### src/rtl/awg_pkg.sv
package awg_pkg;

    localparam int unsigned AWG_ADDR_W = 16;
    localparam int unsigned AWG_IMM_W  = 10;
    localparam int unsigned AWG_WORD_W = 10;
    localparam int unsigned AWG_WIN_W  = 2;
    localparam int unsigned AWG_NWIN   = 1 << AWG_WIN_W;
    localparam int unsigned AWG_LANE_W = AWG_NWIN - 1;

    typedef enum logic [AWG_WIN_W-1:0] {
        WIN_WORD   = 2'd0,
        WIN_HALF   = 2'd1,
        WIN_BYTE   = 2'd2,
        WIN_NIBBLE = 2'd3
    } win_code_e;

endpackage

### src/rtl/awg_fetch_stage.sv
module awg_fetch_stage #(
    parameter int unsigned ADDR_W = awg_pkg::AWG_ADDR_W,
    parameter int unsigned IMM_W  = awg_pkg::AWG_IMM_W
) (
    input  logic              clk,
    input  logic              rst_n,
    input  logic              in_valid,
    input  logic [ADDR_W-1:0] in_base,
    input  logic [IMM_W-1:0]  in_imm,
    input  logic              in_xor_en,
    output logic              q_valid,
    output logic [ADDR_W-1:0] q_base,
    output logic [IMM_W-1:0]  q_imm,
    output logic              q_xor_en
);

    // Stage 1: capture the register-file base and the opcode fields.
    always_ff @(posedge clk or negedge rst_n) begin
        if (!rst_n) begin
            q_valid  <= 1'b0;
            q_base   <= '0;
            q_imm    <= '0;
            q_xor_en <= 1'b0;
        end else begin
            q_valid  <= in_valid;
            q_base   <= in_base;
            q_imm    <= in_imm;
            q_xor_en <= in_xor_en;
        end
    end

endmodule

### src/rtl/awg_xor_stage.sv
module awg_xor_stage #(
    parameter int unsigned ADDR_W = awg_pkg::AWG_ADDR_W,
    parameter int unsigned IMM_W  = awg_pkg::AWG_IMM_W
) (
    input  logic              clk,
    input  logic              rst_n,
    input  logic              d_valid,
    input  logic [ADDR_W-1:0] d_base,
    input  logic [IMM_W-1:0]  d_imm,
    input  logic              d_xor_en,
    output logic              q_valid,
    output logic [ADDR_W-1:0] q_eff
);

    localparam int unsigned PAD_W = ADDR_W - IMM_W;

    logic [ADDR_W-1:0] imm_ext;
    logic [ADDR_W-1:0] eff_next;

    // The immediate is zero-extended, so the window bits are never touched.
    assign imm_ext = {{PAD_W{1'b0}}, d_imm};

    always_comb begin
        eff_next = d_base;
        if (d_xor_en) begin
            eff_next = d_base ^ imm_ext;
        end
    end

    // Stage 2: register the effective address.
    always_ff @(posedge clk or negedge rst_n) begin
        if (!rst_n) begin
            q_valid <= 1'b0;
            q_eff   <= '0;
        end else begin
            q_valid <= d_valid;
            q_eff   <= eff_next;
        end
    end

endmodule

### src/rtl/awg_xlate_stage.sv
module awg_xlate_stage #(
    parameter int unsigned ADDR_W = awg_pkg::AWG_ADDR_W,
    parameter int unsigned WORD_W = awg_pkg::AWG_WORD_W
) (
    input  logic                            clk,
    input  logic                            rst_n,
    input  logic                            d_valid,
    input  logic [ADDR_W-1:0]               d_eff,
    output logic                            q_valid,
    output logic [WORD_W-1:0]               q_word_addr,
    output logic [awg_pkg::AWG_WIN_W-1:0]   q_win,
    output logic [awg_pkg::AWG_LANE_W-1:0]  q_lane
);

    import awg_pkg::*;

    localparam int unsigned NWIN   = AWG_NWIN;
    localparam int unsigned LANE_W = AWG_LANE_W;
    localparam int unsigned LOW_W  = WORD_W + LANE_W;
    localparam int unsigned MID_HI = ADDR_W - AWG_WIN_W - 1;

    logic [AWG_WIN_W-1:0] win_bits;
    win_code_e            win_e;
    logic [WORD_W-1:0]    cand_addr [NWIN];
    logic [LANE_W-1:0]    cand_lane [NWIN];
    logic [WORD_W-1:0]    addr_next;
    logic [LANE_W-1:0]    lane_next;
    logic                 unused_mid;

    assign win_bits = d_eff[ADDR_W-1 -: AWG_WIN_W];
    assign win_e    = win_code_e'(win_bits);

    // Bits between the widest slice and the window code are never addressed.
    assign unused_mid = ^d_eff[MID_HI:LOW_W];

    // One candidate slice and lane mask per window code.
    for (genvar g = 0; g < NWIN; g++) begin : g_win
        localparam logic [LANE_W-1:0] LANE_MASK = LANE_W'((1 << g) - 1);
        assign cand_addr[g] = d_eff[g +: WORD_W];
        assign cand_lane[g] = d_eff[LANE_W-1:0] & LANE_MASK;
    end

    always_comb begin
        addr_next = cand_addr[0];
        lane_next = cand_lane[0];
        unique case (win_e)
            WIN_WORD: begin
                addr_next = cand_addr[0];
                lane_next = cand_lane[0];
            end
            WIN_HALF: begin
                addr_next = cand_addr[1];
                lane_next = cand_lane[1];
            end
            WIN_BYTE: begin
                addr_next = cand_addr[2];
                lane_next = cand_lane[2];
            end
            WIN_NIBBLE: begin
                addr_next = cand_addr[3];
                lane_next = cand_lane[3];
            end
        endcase
    end

    // Stage 3: register the translated result.
    always_ff @(posedge clk or negedge rst_n) begin
        if (!rst_n) begin
            q_valid     <= 1'b0;
            q_word_addr <= '0;
            q_win       <= '0;
            q_lane      <= '0;
        end else begin
            q_valid     <= d_valid;
            q_word_addr <= addr_next;
            q_win       <= win_bits;
            q_lane      <= lane_next;
        end
    end

endmodule

### src/rtl/addr_window_gen.sv
module addr_window_gen #(
    parameter int unsigned ADDR_W = awg_pkg::AWG_ADDR_W,
    parameter int unsigned IMM_W  = awg_pkg::AWG_IMM_W,
    parameter int unsigned WORD_W = awg_pkg::AWG_WORD_W
) (
    input  logic                            clk,
    input  logic                            rst_n,
    input  logic                            in_valid,
    input  logic [ADDR_W-1:0]               in_base,
    input  logic [IMM_W-1:0]                in_imm,
    input  logic                            in_xor_en,
    output logic                            out_valid,
    output logic [WORD_W-1:0]               out_word_addr,
    output logic [awg_pkg::AWG_WIN_W-1:0]   out_win,
    output logic [awg_pkg::AWG_LANE_W-1:0]  out_lane
);

    logic              s1_valid;
    logic [ADDR_W-1:0] s1_base;
    logic [IMM_W-1:0]  s1_imm;
    logic              s1_xor_en;
    logic              s2_valid;
    logic [ADDR_W-1:0] s2_eff;

    awg_fetch_stage #(.ADDR_W(ADDR_W), .IMM_W(IMM_W)) u_fetch (
        .clk       (clk),
        .rst_n     (rst_n),
        .in_valid  (in_valid),
        .in_base   (in_base),
        .in_imm    (in_imm),
        .in_xor_en (in_xor_en),
        .q_valid   (s1_valid),
        .q_base    (s1_base),
        .q_imm     (s1_imm),
        .q_xor_en  (s1_xor_en)
    );

    awg_xor_stage #(.ADDR_W(ADDR_W), .IMM_W(IMM_W)) u_xor (
        .clk      (clk),
        .rst_n    (rst_n),
        .d_valid  (s1_valid),
        .d_base   (s1_base),
        .d_imm    (s1_imm),
        .d_xor_en (s1_xor_en),
        .q_valid  (s2_valid),
        .q_eff    (s2_eff)
    );

    awg_xlate_stage #(.ADDR_W(ADDR_W), .WORD_W(WORD_W)) u_xlate (
        .clk         (clk),
        .rst_n       (rst_n),
        .d_valid     (s2_valid),
        .d_eff       (s2_eff),
        .q_valid     (out_valid),
        .q_word_addr (out_word_addr),
        .q_win       (out_win),
        .q_lane      (out_lane)
    );

endmodule

### config.mk
export PLATFORM = sky130hd
export DESIGN_NAME = addr_window_gen
export DESIGN_NICKNAME = d
export VERILOG_FILES = /design/src/rtl/awg_pkg.sv /design/src/rtl/awg_fetch_stage.sv /design/src/rtl/awg_xor_stage.sv /design/src/rtl/awg_xlate_stage.sv /design/src/rtl/addr_window_gen.sv
export SDC_FILE = /design/constraint.sdc
export NUM_CORES = 1
export LEC_CHECK = 0
export ABC_AREA = 1
export ABC_CLOCK_PERIOD_IN_PS = 800
export BUFFER_PORTS_ARGS = -buffer_cell sky130_fd_sc_hd__buf_2
export CAP_MARGIN = 20
export CORE_ASPECT_RATIO = 0.5
export CORE_MARGIN = 2
export CORE_UTILIZATION = 25
export DETAILED_ROUTE_END_ITERATION = 12
export SYNTH_ARGS = -nofsm -noshare
export SYNTH_HDL_FRONTEND = slang
export SYNTH_SLANG_ARGS = --single-unit
### constraint.sdc
create_clock -name clk -period 0.8 [get_ports clk]
set_input_delay 0.08 -clock clk [delete_from_list [all_inputs] [get_ports clk]]
set_output_delay 0.08 -clock clk [all_outputs]
set_load 0.05 [all_outputs]
==> impl_metrics.ini, run 1 <==
[synthesis]
yosys-top-cells-area = dfrtp_1, nand3_1, xor2_1, nand2_1, nand4_1
synth.area.mux_share_pct = 0
synth_top_area_share_pct = 74.6
yosys.area_share.simple_pct = 15.6
seq_area_frac_synth_pct = 74.6
synth_top_family_by_area = simple AND/OR/NAND/NOR gates
syn-num-nets = 183
synthCells = 153
synth_cell_types = 13
synth-seq-cells = 59
synth_area_per_cell_sq_um = 12.9
synth_top_cell_by_area = dfrtp_1
synth_compound_area_share_pct = 0
synthAdderAreaFrac_pct = 0
syn_area_sq_mm = 0.00198
yosysWarningCount = 0
synthXorXnorAreaFrac_pct = 4.43

[global_routing]
grt-ovfl-total = 0
grt_use_total_pct = 11.0
grt_pass1_vias = 1542
antenna_found_initial = 0
grt_max_degree = 26
grt_pass1_wl_mm = 6.98

[power_and_ir_drop]
switchingPower_w = 0.00193
pwr-share-comb_pct = 13.8
powerDensity_mw_per_mm2 = 2470
ir_drop_mv = 1.01
p_sw_share_pct = 24.5
p_seq_share_pct = 42.9
pwr-share-clk_pct = 43.2
p_leak_nw = 1.48
p_int_w = 0.00594

[setup_path]
required_ns = 0.98
worst_path_max_delay_cell = dfrtp_2
reg2regPathDepth = 3
start_kind = flip-flop
crit_fanout = 10
r2r_slack_ns = -0.20
cp_top_family = flip-flops
crit_arrival_ns = 1.19
timing.rr.start = u_xor.q_eff[15]
end_kind = flip-flop
crit_buf_inv = 1
startpoint = u_xor.q_eff[15]
critPathKind = reg2reg
r2r_end = u_xlate.q_word_addr[5]
worstPathCellList = inv_2 -> nand3_1 -> nand4_1
max_stage_delay_ns = 0.50

[sta]
max-slew-margin-rel_pct = 83.9
max_slew.worst_pin.slew_ns = 0.241
slew_violations = 0
fmax_ghz = 0.996
skew_ns = 0.00328
setup_slack_ns = -0.204
rsz0062_at_grt = yes
setup_viol = 39
fin_crit_sh_pct = 126
whs_ns = 0.156
hold_viol = 0
fin_crit_ns = 1.00

[clock_tree]
clk_path_buf_depth = 2
cts_buffers = 9
tritoncts = built
cts-root-buf = clkbuf_16
clk_pin_slew_ns = 0.05
h-tree-depth = 3
clk_latency_ns = 0.32
cts.sink_count = 59

[route]
drt_wl_total_mm = 4.14
vias = 1441
drtAntennaViolNets = 0
drt_iter0_markers = 65
vias_per_cell = 4.04
firstDrtPassIters = 4
post_drt_wl_per_cell_microns = 11.6
drc = 0

[final_layout]
nets = 274
drive_above_1_share_pct = 37.8
fill_cells = 707
antenna_cells = 0
finish.instance_area_sq_mm = 0.00318
synthToLayoutAreaGrowth_pct = 60.7

[floorplan]
core_region_area_sq_mm = 0.00749
dieArea_sq_mm = 0.00868
die_y_microns = 66.9
initial_core_util_pct = 26.4
die_w_microns = 130
design.portCount = 46
rows = 22

[run]
drv_cap = 0

[status]
status = complete, but fails checks
violations = negative setup slack

[hold_path]
hold_class = in2async

[place]
placed_area_sq_mm = 0.00242
portBuffers = 44
gp_congestion = 0.794
hpwlAfterDp_mm = 2.62
-- Yosys cell counts --
cell type,number
nand4_1,10
nor2_2,1
inv_2,2
buf_4,2
dfrtp_1,59
and3_1,1
nor2_1,1
nand2_1,21
xor2_1,10
nand3_1,30
buf_6,3
inv_1,12
buf_2,1
-- stage by stage --
step	utilization, %	total power, W	instances	worst slack, ns	setup TNS (ns)
after floorplan	-	0.00390	153	-0.0663	-1.01
after global placement	32.4	0.00420	308	-0.178	-2.80
after detailed placement	32.4	0.00423	308	-0.240	-3.24
after CTS	42.2	0.00795	357	-0.192	-5.12
after global routing	42.4	0.00821	357	-0.261	-6.54
final	42.4	0.00787	357	-0.204	-4.92
-- metal layers --
| layer | part of all wire (%) | GRT usage (%) |
|---|---|---|
| met5 | 0 | 0 |
| met4 | 3.9 | 7.26 |
| met3 | 7.0 | 5.62 |
| met2 | 49 | 17.7 |
| met1 | 40 | 11.3 |
-- power by group through the flow --
stage / Combinational, W / Clock (W) / Sequential [W]
after detailed placement: 0.000838 / 0 / 0.00339
after global routing: 0.00117 / 0.00364 / 0.00340
after global placement: 0.000815 / 0 / 0.00339
after floorplan: 0.000227 / 0 / 0.00367
final: 0.00109 / 0.00340 / 0.00338
after CTS: 0.00109 / 0.00349 / 0.00337
-- what timing repair did --
action                     4_1_cts  5_1_grt
setup endpoints to repair       39       39
gates resized for setup         45        4
setup buffers                    5        0
hold buffers                    28        0
hold endpoints to repair        86        0
cloned                           1        0
pin swaps                        8        2
-- worst max path at each step --
| stage | to | slack, ns | depth (start not counted) |
|---|---|---|---|
| after floorplan | u_xlate.q_word_addr[3] | -0.07 | 4 |
| after global placement | u_xlate.q_word_addr[4] | -0.18 | 3 |
| after detailed placement | u_xlate.q_word_addr[5] | -0.24 | 3 |
| after CTS | u_xlate.q_word_addr[5] | -0.19 | 3 |
| after global routing | u_xlate.q_word_addr[7] | -0.26 | 4 |
| final | u_xlate.q_word_addr[5] | -0.20 | 3 |
-- cell families (layout without fill, tap and decap cells) --
logic type    count (synthesis)  in the layout
simple gates                 64             65
flops                        59             59
buf+inv                      20            115
xor+xnor                     10             10
-- state kept, by name, summed over array words and instances (netlist names), 2 cells and up --
| register | flops |
|---|---|
| u_fetch.q_base | 15 |
| u_xor.q_eff | 15 |
| u_fetch.q_imm | 10 |
| u_xlate.q_word_addr | 10 |
| u_xlate.q_lane | 3 |
| u_xlate.q_win | 2 |
-- cells in the final DEF (no fill, tap or decap), types with 3 or more instances in the layout --
| cell | count |
|---|---|
| nand4_1 | 10 |
| buf_4 | 5 |
| buf_6 | 20 |
| nand2_2 | 10 |
| clkbuf_1 | 3 |
| inv_1 | 11 |
| dlygate4sd3_1 | 28 |
| clkbuf_16 | 9 |
| dfrtp_1 | 57 |
| nand2_1 | 10 |
| inv_2 | 3 |
| buf_2 | 28 |
| buf_12 | 4 |
| nand3_1 | 25 |
| xor2_1 | 10 |
| nand3_2 | 5 |
-- area by class of cell --
class | instances | area, sq um | area share (%)
clock inverter | 2 | 10.0 | 0.315
timing repair buffer | 85 | 763 | 24.0
tap | 108 | 135 | 4.25
clock buffer | 14 | 264 | 8.31
inverter | 14 | 52.6 | 1.65
multi-input combinational | 75 | 474 | 14.9
sequential | 59 | 1480 | 46.5
(Power assumes the default switching activity.)
==> inputs of run 2 (changes only) <==
--- a/config.mk
+++ b/config.mk
@@ -9,10 +9,13 @@
 export ABC_CLOCK_PERIOD_IN_PS = 800
 export BUFFER_PORTS_ARGS = -buffer_cell sky130_fd_sc_hd__buf_2
 export CAP_MARGIN = 20
+export CELL_PAD_IN_SITES_DETAIL_PLACEMENT = 1
+export CELL_PAD_IN_SITES_GLOBAL_PLACEMENT = 1
 export CORE_ASPECT_RATIO = 0.5
 export CORE_MARGIN = 2
 export CORE_UTILIZATION = 25
 export DETAILED_ROUTE_END_ITERATION = 12
+export PLACE_DENSITY_LB_ADDON = 0.1
 export SYNTH_ARGS = -nofsm -noshare
 export SYNTH_HDL_FRONTEND = slang
 export SYNTH_SLANG_ARGS = --single-unit
==> run 2 against run 1 <==
  * The run still ends with negative setup slack left
  * Hold slack better by 0.14 ns
  * Final cell count down 1.7%
  * Routed wire length up 1.3%
  * Critical path type unchanged
==> impl_metrics.ini, run 2 (synthesized netlist as in run 1, its figures left out) <==
[status]
status = complete, but fails checks
violations = negative setup slack

[floorplan]
die_y_microns = 66.9
core_region_area_sq_mm = 0.00749
die_w_microns = 130
initial_core_util_pct = 26.4
design.portCount = 46
rows = 22
dieArea_sq_mm = 0.00868

[clock_tree]
cts_buffers = 9
clk_latency_ns = 0.32
cts.sink_count = 59
clk_pin_slew_ns = 0.05
cts-root-buf = clkbuf_16
h-tree-depth = 3
clk_path_buf_depth = 2
post_cts_buffers = 0
tritoncts = built

[setup_path]
critPathKind = reg2reg
worstPathCellList = buf_12 -> nand3_1 -> nand4_1
r2r_end = u_xlate.q_word_addr[4]
timing.rr.start = u_xor.q_eff[15]
start_kind = flip-flop
end_kind = flip-flop
crit_buf_inv = 1
crit_fanout = 13
reg2regPathDepth = 3
max_stage_delay_ns = 0.47
cp_top_family = flip-flops
r2r_slack_ns = -0.21
crit_arrival_ns = 1.17
required_ns = 0.96
worst_path_max_delay_cell = dfrtp_2

[run]
drv_cap = 0

[global_routing]
grt_pass1_wl_mm = 7.09
antenna_found_initial = 0
grt_max_degree = 60
grt_use_total_pct = 11.5
grt-ovfl-total = 0
grt_pass1_vias = 1422

[sta]
setup_viol = 39
rsz0062_at_grt = yes
tns_ns = -4.64
setup_slack_ns = -0.209
fin_crit_sh_pct = 126
fmax_ghz = 0.991
skew_ns = 0.00495
hold_viol = 0
max-slew-margin-rel_pct = 79.8
max_slew.worst_pin.slew_ns = 0.302
slew_violations = 0
fin_crit_ns = 1.01

[power_and_ir_drop]
pwr-share-clk_pct = 45.2
p_seq_share_pct = 41.7
p_int_w = 0.00616
pwr-share-comb_pct = 13.1
powerDensity_mw_per_mm2 = 2580
ir_drop_mv = 1.10
p_sw_share_pct = 23.9
switchingPower_w = 0.00193
p_leak_nw = 1.46

[final_layout]
drive_above_1_share_pct = 34.6
synthToLayoutAreaGrowth_pct = 58.7
nets = 268
antenna_cells = 0
finish.instance_area_sq_mm = 0.00314
final_util_pct = 41.9
reg_top3 = u_fetch.q_base (15), u_xor.q_eff (15)
final_cell_mix = dfrtp_1, nand3_1, dlygate4sd3_1, buf_2, buf_6
mostFrequentLayoutCell = dfrtp_1

[place]
portBuffers = 44
hpwlAfterDp_mm = 2.82
placed_area_sq_mm = 0.00242
pre_cts_ws_ns = -0.195
gp_congestion = 0.791

[route]
post_drt_wl_per_cell_microns = 11.9
drt_iter0_markers = 75
drtAntennaViolNets = 0
vias_per_cell = 4.03
firstDrtPassIters = 4
drc = 0
drt_wl_total_mm = 4.19
vias = 1414

[hold_path]
hold_class = in2async
[run 2: worst register-to-register path: stages, from the launching register on]
cell	delay [ns]
dfrtp_2	0.47
buf_12	0.17
nand3_1	0.08
nand4_1	0.14
[run 2: cell type report]
class                   count  area (sq um)
well taps                 108           135
multi-input cells          74           458
inverters                  14          52.6
repair buffers             80           726
fillers                   808          4350
clock buffers              14           254
clock inverters             2          35.0
flip-flops and latches     59          1480
[run 2: per-layer routing]
metal  up-vias  wire length [microns]  GRT usage, %  part of all wire, %
li1        666                      -             -                    -
met1       691                   2050          15.1                   49
met2        43                   1760          15.4                   42
met3        14                    277          5.22                  6.6
met4         0                    113          7.12                  2.7
met5         -                      0             0                    0
[run 2: worst max path at each step]
stage | start | endpoint | slack, ns | cells past startpoint
floorplan | u_xor.q_eff[14] | u_xlate.q_word_addr[3] | -0.07 | 4
global placement | u_xor.q_eff[15] | u_xlate.q_word_addr[4] | -0.18 | 4
detailed placement | u_xor.q_eff[14] | u_xlate.q_word_addr[4] | -0.19 | 3
CTS | u_xor.q_eff[15] | u_xlate.q_word_addr[4] | -0.19 | 3
global route | u_xor.q_eff[14] | u_xlate.q_word_addr[4] | -0.25 | 4
finish | u_xor.q_eff[15] | u_xlate.q_word_addr[4] | -0.21 | 3
[run 2: power groups by stage]
| stage | Sequential [W] | Combinational [W] | Clock, W |
|---|---|---|---|
| CTS | 0.00337 | 0.00107 | 0.00379 |
| detailed placement | 0.00340 | 0.000846 | 0 |
| global route | 0.00340 | 0.00115 | 0.00397 |
| floorplan | 0.00367 | 0.000227 | 0 |
| global placement | 0.00339 | 0.000835 | 0 |
| finish | 0.00338 | 0.00106 | 0.00366 |
[run 2: metrics by stage]
step | hold slack, ns | instances | power, W
2_1_floorplan | -0.216 | 153 | 0.00390
6_report | 0.296 | 351 | 0.00810
3_5_place_dp | 0.114 | 307 | 0.00424
3_3_place_gp | 0.107 | 307 | 0.00423
4_1_cts | 0.297 | 351 | 0.00823
5_1_grt | 0.318 | 351 | 0.00852
[run 2: timing repair]
| action | CTS | global route |
|---|---|---|
| setup endpoints to repair | 39 | 39 |
| pin swaps | 2 | 1 |
| hold buffers | 28 | 0 |
| endpoints found under the hold margin | 86 | 0 |
| gates resized for setup | 39 | 6 |
